**src/rtl/bcd_rtc_pkg.sv**
```systemverilog
package bcd_rtc_pkg;
  localparam int REG_W  = 8;
  localparam int ADDR_W = 4;

  localparam logic [ADDR_W-1:0] ADDR_SEC  = 4'd0;
  localparam logic [ADDR_W-1:0] ADDR_MIN  = 4'd1;
  localparam logic [ADDR_W-1:0] ADDR_HOUR = 4'd2;
  localparam logic [ADDR_W-1:0] ADDR_WDAY = 4'd3;
  localparam logic [ADDR_W-1:0] ADDR_DAY  = 4'd4;
  localparam logic [ADDR_W-1:0] ADDR_MON  = 4'd5;
  localparam logic [ADDR_W-1:0] ADDR_YEAR = 4'd6;
  localparam logic [ADDR_W-1:0] ADDR_STOP = 4'd7;

  localparam int STOP_BIT = 4;
  localparam int PM_BIT   = 5;
  localparam int CENT_BIT = 7;
  localparam logic [REG_W-1:0] LAST_WDAY = 8'd6;

  // Advance strobes from control to datapath
  typedef struct packed {
    logic sec;
    logic min;
    logic hour;
    logic day;
    logic mon;
    logic year;
  } rtcStep_t;

  // Fields sitting at their wrap value, reported by the datapath
  typedef struct packed {
    logic secTop;
    logic minTop;
    logic hourTop;
    logic dayTop;
    logic monTop;
    logic yearTop;
  } rtcTop_t;

  function automatic logic [REG_W-1:0] bcdInc(input logic [REG_W-1:0] v);
    if (v[3:0] == 4'd9) return {v[7:4] + 4'd1, 4'd0};
    else                return {v[7:4], v[3:0] + 4'd1};
  endfunction
endpackage

```
**src/rtl/rtc_month_len.sv**
```systemverilog
module rtc_month_len
  import bcd_rtc_pkg::*;
(
  input  logic [4:0]       monBcd,
  input  logic [REG_W-1:0] yearBcd,
  output logic [REG_W-1:0] lastDay
);
  logic leapYear;
  logic [3:0] ones;

  assign ones = yearBcd[3:0];

  // Two-digit BCD year divisible by 4: tens parity selects the units set
  always_comb begin
    if (yearBcd[4]) leapYear = (ones == 4'd2) || (ones == 4'd6);
    else            leapYear = (ones == 4'd0) || (ones == 4'd4) || (ones == 4'd8);
  end

  always_comb begin
    unique case (monBcd)
      5'h02:                      lastDay = leapYear ? 8'h29 : 8'h28;
      5'h04, 5'h06, 5'h09, 5'h11: lastDay = 8'h30;
      default:                    lastDay = 8'h31;
    endcase
  end
endmodule

```
**src/rtl/rtc_ctrl.sv**
```systemverilog
module rtc_ctrl
  import bcd_rtc_pkg::*;
(
  input  logic     tickEn,
  input  logic     loadEn,
  input  logic     oscStop,
  input  rtcTop_t  fieldTop,
  output rtcStep_t step
);
  logic advance;

  // A load in the same cycle wins; a stopped oscillator freezes the chain
  assign advance = tickEn && !loadEn && !oscStop;

  always_comb begin
    step.sec  = advance;
    step.min  = step.sec  && fieldTop.secTop;
    step.hour = step.min  && fieldTop.minTop;
    step.day  = step.hour && fieldTop.hourTop;
    step.mon  = step.day  && fieldTop.dayTop;
    step.year = step.mon  && fieldTop.monTop;
  end
endmodule

```
**src/rtl/rtc_datapath.sv**
```systemverilog
module rtc_datapath
  import bcd_rtc_pkg::*;
#(
  parameter int AW = ADDR_W,
  parameter int DW = REG_W
) (
  input  logic          clk,
  input  logic          rstN,
  input  logic          mode24,
  input  logic          loadEn,
  input  logic [AW-1:0] loadAddr,
  input  logic [DW-1:0] loadData,
  input  rtcStep_t      step,
  output rtcTop_t       fieldTop,
  output logic [DW-1:0] secReg,
  output logic [DW-1:0] minReg,
  output logic [DW-1:0] hourReg,
  output logic [DW-1:0] wdayReg,
  output logic [DW-1:0] dayReg,
  output logic [DW-1:0] monReg,
  output logic [DW-1:0] yearReg,
  output logic          stopFlag
);
  logic [DW-1:0] lastDay;
  logic [DW-1:0] hourNext;
  logic [DW-1:0] monNext;
  logic [DW-1:0] lowInc;
  logic [DW-1:0] monInc;
  logic [4:0]    hourLow;
  logic          pmFlag;

  rtc_month_len u_monthLen (
    .monBcd (monReg[4:0]),
    .yearBcd(yearReg),
    .lastDay(lastDay)
  );

  assign hourLow = hourReg[4:0];
  assign pmFlag  = hourReg[PM_BIT];
  assign lowInc  = bcdInc({3'b000, hourLow});
  assign monInc  = bcdInc({3'b000, monReg[4:0]});

  // Hour successor and wrap detect for both hour forms
  always_comb begin
    if (mode24) begin
      fieldTop.hourTop = (hourReg[5:0] == 6'h23);
      hourNext = fieldTop.hourTop ? 8'h00 : bcdInc({2'b00, hourReg[5:0]});
    end else begin
      fieldTop.hourTop = pmFlag && (hourLow == 5'h11);
      if (hourLow == 5'h12)      hourNext = {2'b00, pmFlag, 5'h01};
      else if (hourLow == 5'h11) hourNext = {2'b00, !pmFlag, 5'h12};
      else                       hourNext = {2'b00, pmFlag, lowInc[4:0]};
    end
  end

  assign fieldTop.secTop  = (secReg == 8'h59);
  assign fieldTop.minTop  = (minReg == 8'h59);
  assign fieldTop.dayTop  = (dayReg == lastDay);
  assign fieldTop.monTop  = (monReg[4:0] == 5'h12);
  assign fieldTop.yearTop = (yearReg == 8'h99);

  // Month successor carries the century toggle of a year wrap
  always_comb begin
    monNext = monReg;
    if (step.mon) monNext[4:0] = fieldTop.monTop ? 5'h01 : monInc[4:0];
    if (step.year && fieldTop.yearTop) monNext[CENT_BIT] = !monReg[CENT_BIT];
  end

  always_ff @(posedge clk) begin
    if (!rstN) begin
      secReg   <= 8'h00;
      minReg   <= 8'h00;
      hourReg  <= 8'h12;
      wdayReg  <= 8'h00;
      dayReg   <= 8'h01;
      monReg   <= 8'h01;
      yearReg  <= 8'h00;
      stopFlag <= 1'b1;
    end else if (loadEn) begin
      unique case (loadAddr)
        ADDR_SEC:  secReg   <= loadData;
        ADDR_MIN:  minReg   <= loadData;
        ADDR_HOUR: hourReg  <= loadData;
        ADDR_WDAY: wdayReg  <= loadData;
        ADDR_DAY:  dayReg   <= loadData;
        ADDR_MON:  monReg   <= loadData;
        ADDR_YEAR: yearReg  <= loadData;
        ADDR_STOP: stopFlag <= loadData[STOP_BIT];
        default: ;
      endcase
    end else begin
      if (step.sec)  secReg  <= fieldTop.secTop ? 8'h00 : bcdInc(secReg);
      if (step.min)  minReg  <= fieldTop.minTop ? 8'h00 : bcdInc(minReg);
      if (step.hour) hourReg <= hourNext;
      if (step.day) begin
        dayReg  <= fieldTop.dayTop ? 8'h01 : bcdInc(dayReg);
        wdayReg <= (wdayReg >= LAST_WDAY) ? 8'h00 : wdayReg + 8'd1;
      end
      if (step.mon)  monReg  <= monNext;
      if (step.year) yearReg <= fieldTop.yearTop ? 8'h00 : bcdInc(yearReg);
    end
  end
endmodule

```
**src/rtl/bcd_rtc_core.sv**
```systemverilog
module bcd_rtc_core
  import bcd_rtc_pkg::*;
(
  input  logic              clk,
  input  logic              rstN,
  input  logic              tickEn,
  input  logic              mode24,
  input  logic              loadEn,
  input  logic [ADDR_W-1:0] loadAddr,
  input  logic [REG_W-1:0]  loadData,
  output logic [REG_W-1:0]  secOut,
  output logic [REG_W-1:0]  minOut,
  output logic [REG_W-1:0]  hourOut,
  output logic [REG_W-1:0]  wdayOut,
  output logic [REG_W-1:0]  dayOut,
  output logic [REG_W-1:0]  monOut,
  output logic [REG_W-1:0]  yearOut,
  output logic              oscStop
);
  rtcStep_t step;
  rtcTop_t  fieldTop;

  rtc_ctrl u_ctrl (
    .tickEn  (tickEn),
    .loadEn  (loadEn),
    .oscStop (oscStop),
    .fieldTop(fieldTop),
    .step    (step)
  );

  rtc_datapath #(.AW(ADDR_W), .DW(REG_W)) u_dp (
    .clk     (clk),
    .rstN    (rstN),
    .mode24  (mode24),
    .loadEn  (loadEn),
    .loadAddr(loadAddr),
    .loadData(loadData),
    .step    (step),
    .fieldTop(fieldTop),
    .secReg  (secOut),
    .minReg  (minOut),
    .hourReg (hourOut),
    .wdayReg (wdayOut),
    .dayReg  (dayOut),
    .monReg  (monOut),
    .yearReg (yearOut),
    .stopFlag(oscStop)
  );
endmodule

```
**config.mk**
```make
export PLATFORM = sky130hd
export DESIGN_NAME = bcd_rtc_core
export DESIGN_NICKNAME = d
export VERILOG_FILES = /design/src/rtl/bcd_rtc_pkg.sv /design/src/rtl/rtc_month_len.sv /design/src/rtl/rtc_ctrl.sv /design/src/rtl/rtc_datapath.sv /design/src/rtl/bcd_rtc_core.sv
export SDC_FILE = /design/constraint.sdc
export NUM_CORES = 1
export LEC_CHECK = 0
export ABC_AREA = 0
export BUFFER_PORTS_ARGS = -buffer_cell sky130_fd_sc_hd__buf_2
export CAP_MARGIN = 0
export CORE_ASPECT_RATIO = 0.9
export CORE_MARGIN = 4
export CORE_UTILIZATION = 50
export DETAILED_ROUTE_END_ITERATION = 10
export PLACE_DENSITY = 0.75
export SYNTH_ARGS = -nofsm -noshare
export SYNTH_HDL_FRONTEND = slang
export SYNTH_HIERARCHICAL = 1
export SYNTH_SLANG_ARGS = --single-unit
```
**constraint.sdc**
```tcl
create_clock -name clk -period 4.58 [get_ports clk]
set_clock_uncertainty 0.15 [all_clocks]
set_input_delay 0.916 -clock clk [delete_from_list [all_inputs] [get_ports clk]]
set_output_delay 0.916 -clock clk [all_outputs]
set_load 0.05 [all_outputs]
```
==> results.md, run 1 <==
- Gate power share: 10.9%
- WL final: between 10000 and 15000 microns
- Sw power: 0.000302 W
- Hold_sp: u_dp/monReg[6]$_SDFFE_PN0P_
- Sum of negative setup slack: 0 ns
- Top Family by Delay on Critical Path: simple AND/OR/NAND/NOR gates
- Vias: just under 4000
- Switching share of power: 26.1%
- Die Span Y: 90.2 microns
- # IOs: 74
- Clock tree from TritonCTS: yes
- Crit-path cells: nor3_1 -> and3b_1 -> inv_1 -> xor2_1 -> nor4_1 -> and2_1 -> nand4b_1 -> nor2_1 -> nand2b_1 -> o22ai_1 -> o21ai_0 -> a22oi_1 -> nor2_1
- Number of global-route vias before repair: approximately 3500
- Routed length on met1: around 4900 microns
- Row count: 29
- Post-Syn Area: around 3800 sq um
- Yosys warns: 6
- Inserted Diodes: 0
- Post-Syn Instances: approximately 480
- Hold_buf cts: 0
- DPL Wire Length: 7910 microns
- CTS H-tree depth: 3
- Worst Setup SP: u_dp/monReg[0]$_SDFFE_PN1P_
- PortBufs: 73
- Area Growth Syn to Fin: 16.4%
- CP required: 4.66 ns
- Power per cell area: 265 nW/um^2
- HP Class: register to register
- Final hold vios: 0
- Sink Count: 57
- Metal2 WL: 4990 microns
- Slew headroom: 52.8%
- Post_cts resized: 0
- Final critical-path share of the clock period: 79.7%
- Fmax: ~270 MHz
- GRT Overall Usage: between 20 and 25%
- P_int: 0.000856 W
- Nets: approximately 580
- Highest routed layer: met4
- DR WL met3: 1040 microns
- Worst EP arrival: between 3 and 4 ns
- ANT nets after route: 0
- DRT iter0 DRCs: ~420
- Mapped Avg Cell Area: 7.85 sq um
- Setup-failing EPs final: 0
- Crit path top cell by count: nor2_1
- DRC: 0
- CTS Buffer Depth: 2
- Starting Density: between 50% and 60%
- CP max stage cell: nor4_1
- Worst-path clk slew: approximately 0.07 ns
- Clock power frac: 45.0%
- Hold_ws: 0.360 ns
- Initial antenna violation count: 0
- Final Power: 0.00116 W
- Die area: 8960 sq um
- Reg2Reg Depth: 13
- Final min period: roughly 3.6 ns
- Max-Cap Viols: 0
- Drt wl/cell: 17.3 microns
- Power share of the sequential group: ~44%
- Hold Crit Endpoint: u_dp/monReg[6]$_SDFFE_PN0P_
- Routability cong.: between 0.8 and 0.9
- Critical path buffers and inverters: 1
- Core footprint: 7180 sq um
- R2r setup slk: between 0.9 and 1 ns
- Via density per instance: 6.20
- IR drop worst, VDD: 0.166 mV
- Hold path depth: 2
- Layout cells sized above 1: 19.3%
- Critical Path Start Type: register
- Crit. path cell count: 13
- Root buffer cell: clkbuf_8
- Most frequent cells in the layout: 73 x buf_2, 57 x dfxtp_1, 54 x o21ai_0
- Total setup buffers inserted after CTS: 0
- Critical Setup Path Class: register to register
- Clk_lat worst skew: 0.34 ns
- Dpl cell area: 4160 sq um
- Pin count of the biggest net entering global routing: 36
- Area occupied by multi-input gates: about 2400 sq um
- Num CTS Buffers: 9
- Overflow after GRT: 0
- Leakage Power: 1.87 nW
- Unrepaired setup endpoints after global routing: false
- Max incr delay on CP: 0.56 ns
- Die X: 99.3 microns
- Crit Path Max Fanout: 13
- Final instance area: 4370 sq um
- Seq. cell area: 1140 sq um
- Final Max Tran Viols: 0
- RR Endpoint: u_dp/yearReg[7]$_SDFFE_PN0P_
- Commonest non-fill, non-tap cell in the layout: buf_2
- Fill cell count: 671
- First-pass GRT wire length: 17900 microns
- Status: completed
- 1st-pass router iterations: 5
- Reg-to-reg critical path startpoint: u_dp/monReg[0]$_SDFFE_PN1P_
- Worst slew pin tran: just over 0.7 ns
- Worst setup EP type: register
==> worst max-delay path by stage <==
stage                                   endpoint  slack [ns]
global placement    u_dp/yearReg[7]$_SDFFE_PN0P_        1.37
finish              u_dp/yearReg[7]$_SDFFE_PN0P_        0.93
global route        u_dp/yearReg[7]$_SDFFE_PN0P_        0.69
detailed placement  u_dp/yearReg[7]$_SDFFE_PN0P_        1.12
floorplan           u_dp/yearReg[7]$_SDFFE_PN0P_        1.32
CTS                 u_dp/yearReg[7]$_SDFFE_PN0P_        1.11
==> tightest hold or removal path: cells and delay by family, from the launching register on <==
kind          cells  cell delay (ns)
mux               1             0.06
flops             1             0.33
simple gates      1             0.08
==> power groups by stage <==
stage	Sequential (W)	Combinational (W)	Clock, W
final	0.000512	0.000126	0.000521
after global routing	0.000513	0.000136	0.000554
after CTS	0.000511	0.000124	0.000530
after detailed placement	0.000523	0.000123	0
after global placement	0.000522	0.000121	0
after floorplan	0.000542	0.0000669	0
==> sequential cells by signal (all words and copies together), names as in the netlist <==
| name | cells |
|---|---|
| u_dp/yearReg | 8 |
| u_dp/secReg | 8 |
| u_dp/minReg | 8 |
| u_dp/wdayReg | 8 |
| u_dp/hourReg | 8 |
| u_dp/dayReg | 8 |
| u_dp/monReg | 8 |
| u_dp/stopFlag | 1 |
==> through the flow <==
step,setup slack [ns],utilization [%],std cells
global route,0.691,60.8,642
CTS,1.11,60.8,642
detailed placement,1.12,57.9,627
floorplan,1.32,-,481
finish,0.930,60.8,642
global placement,1.37,57.9,627
==> cell type report <==
cell class	instances	share of cell area [%]
clock buffers	12	3.32
clock inverters	3	1.49
inverters	21	1.81
multi-input cells	380	55.7
flip-flops and latches	57	26.1
well taps	93	2.66
repair buffers	76	8.88
==> metal layers <==
metal,up-vias,GRT usage (%)
met5,-,0
met4,0,7.62
met3,24,7.74
met2,190,36.0
met1,1882,33.7
li1,1883,-
Power figures use the tool's default switching activity.
==> run 2, diff against run 1 <==
Clock period 4.58 ns to 3.8 ns, I/O delays scaled along.
==> run 2 against run 1 <==
Effect of this change:
- total power increased by 10%
- wire length fell by 0.50%
- die area unchanged
- sequential power is 21% higher
- global-route usage is essentially flat
- sequential share of layout area up 0.14 points
- critical path type unchanged
- largest power group is now sequential cells
==> results.md, run 2 (same netlist as run 1, synthesis figures left out) <==
- Crit Path Max Fanout: 13 (unchanged)
- WL final: 11100 microns (-0.50%)
- Area Growth Syn to Fin: 15.8%
- Die X: 99.3 microns (unchanged)
- R2r setup slk: 0.33 ns (-0.60 ns)
- ANT nets after route: 0 (unchanged)
- Leakage Power: 1.86 nW (-0.42%)
- Commonest non-fill, non-tap cell in the layout: buf_2
- Die Span Y: 90.2 microns (unchanged)
- Final Max Tran Viols: 0 (unchanged)
- Reg2Reg Depth: 11 (-2)
- Nets: 580 (+0.17%)
- Num CTS Buffers: 9 (unchanged)
- Number of global-route vias before repair: 3598 (+2.4%)
- Status: completed
- Initial antenna violation count: 0 (unchanged)
- Fmax: 288 MHz (+5.3%)
- Hold_sp: u_dp/monReg[6]$_SDFFE_PN0P_
- PortBufs: 73 (unchanged)
- Via density per instance: 6.24 (+0.69%)
- Setup-failing EPs final: 0 (unchanged)
- Worst setup EP type: register
- Overflow after GRT: 0 (unchanged)
- HP Class: register to register
- Clock tree from TritonCTS: yes
- Total setup buffers inserted after CTS: 0 (unchanged)
- Unrepaired setup endpoints after global routing: false
- Final critical-path share of the clock period: 91.2% (+12 points)
- Hold_ws: 0.353 ns (-0.00640 ns)
- Sink Count: 57 (unchanged)
- Critical Setup Path Class: register to register
- Pin count of the biggest net entering global routing: 29 (-19%)
- DPL Wire Length: 7920 microns (+0.15%)
- CTS Buffer Depth: 2 (unchanged)
- Slew headroom: 42.7% (-10 points)
- Most frequent cells in the layout: 73 x buf_2, 57 x dfxtp_1, 54 x o21ai_0
- # IOs: 74 (unchanged)
- Root buffer cell: clkbuf_8
- Hold Crit Endpoint: u_dp/monReg[6]$_SDFFE_PN0P_
- Core footprint: 7180 sq um (unchanged)
- Worst slew pin tran: 0.859 ns (+0.152 ns)
- GRT Overall Usage: 24.3% (-0.044 points)
- Clk_lat worst skew: 0.33 ns (about the same)
- Power per cell area: 294 nW/um^2 (+11%)
- Routability cong.: 0.905 (+2.5%)
- CP required: 3.87 ns (-0.79 ns)
- Final worst slack: 0.333 ns (-0.597 ns)
- CTS H-tree depth: 3 (unchanged)
- Vias: 4019 (+1.0%)
- Worst EP arrival: 3.54 ns (-0.19 ns)
- Drt wl/cell: 17.2 microns (-0.81%)
- Row count: 29 (unchanged)
- Die area: 8960 sq um (unchanged)
- Final min period: 3.47 ns (-0.183 ns)
- Inserted Diodes: 0 (unchanged)
- First-pass GRT wire length: 18000 microns (+0.23%)
- DRC: 0 (unchanged)
- Reg-to-reg critical path startpoint: u_dp/monReg[0]$_SDFFE_PN1P_
- DRT iter0 DRCs: 407 (-2.9%)
- RR Endpoint: u_dp/monReg[3]$_SDFFE_PN0P_
- 1st-pass router iterations: 6 (+1)
- IR drop worst, VDD: 0.210 mV (+27%)
- Starting Density: 52.2% (unchanged)
- Worst-path clk slew: 0.07 ns (about the same)
- Worst slack at placement: 0.357 ns (-0.761 ns)
- Final hold vios: 0 (unchanged)
- Sum of negative setup slack: 0 ns (unchanged)
- Max-Cap Viols: 0 (unchanged)
- Layout cells sized above 1: 19.8% (+0.47 points)
- Critical Path Start Type: register
- Hold path depth: 2 (unchanged)
## run 2: changes by cell type in the layout (fill, tap and decap cells not counted)
cell / change
bufinv_16: -2
clkinv_2: +2
buf_4: +1
clkbuf_8: +1
o22ai_1: -1
o22ai_2: +1
## run 2: final cells by class
type / count / area, sq um
clock inverter: 3 / 15.0
inverter: 21 / 78.8
sequential: 57 / 1140
multi-input combinational: 380 / 2440
clock buffer: 13 / 159
tap: 93 / 116
fill: 661 / 2840
timing repair buffer: 77 / 395
## run 2: worst max-delay path, stage by stage, from the launching register on
cell     delay [ns]
dfxtp_1        0.42
nor3_1         0.42
and3b_1        0.29
inv_1          0.07
xor2_1         0.14
nor4_1         0.51
and2_1         0.30
and4_1         0.20
and2_2         0.14
a21oi_1        0.19
a311o_1        0.40
o211a_1        0.12
## run 2: how the worst max path moves through the flow
stage	from	to	slack [ns]	depth (start not counted)
final	u_dp/monReg[0]$_SDFFE_PN1P_	u_dp/monReg[3]$_SDFFE_PN0P_	0.33	11
after global routing	u_dp/monReg[0]$_SDFFE_PN1P_	u_dp/monReg[7]$_SDFFE_PN0P_	0.14	13
after CTS	u_dp/monReg[0]$_SDFFE_PN1P_	u_dp/yearReg[7]$_SDFFE_PN0P_	0.34	13
after global placement	u_dp/monReg[0]$_SDFFE_PN1P_	u_dp/yearReg[7]$_SDFFE_PN0P_	0.56	13
after floorplan	u_dp/monReg[3]$_SDFFE_PN0P_	u_dp/yearReg[7]$_SDFFE_PN0P_	0.54	13
after detailed placement	u_dp/monReg[0]$_SDFFE_PN1P_	u_dp/yearReg[7]$_SDFFE_PN0P_	0.36	13
## run 2: through the flow
stage	std cells	total power, W	cell area, sq um	util, %
6_report	644	0.00128	4340	60.5
5_1_grt	644	0.00133	4340	60.5
4_1_cts	644	0.00128	4340	60.4
3_5_place_dp	628	0.000779	4160	58.0
3_3_place_gp	628	0.000777	4160	58.0
2_1_floorplan	481	0.000734	3760	-
## run 2: timing repair
action,4_1_cts,5_1_grt
setup endpoints to repair,0,1
gates resized for setup,0,1
hold buffers,0,0
## run 2: where the power goes
part | internal, W | switching, W
sequential | 0.000605 | 0.0000117
clock | 0.000269 | 0.000239
combinational | 0.0000445 | 0.000109
## run 2: routing by layer
layer / GRT usage [%] / routed length (microns) / share of wire, %
met3: 7.35 / 1200 / 11
met5: 0 / 0 / 0
met4: 7.17 / 211 / 1.9
met2: 35.0 / 4800 / 43
met1: 34.8 / 4850 / 44
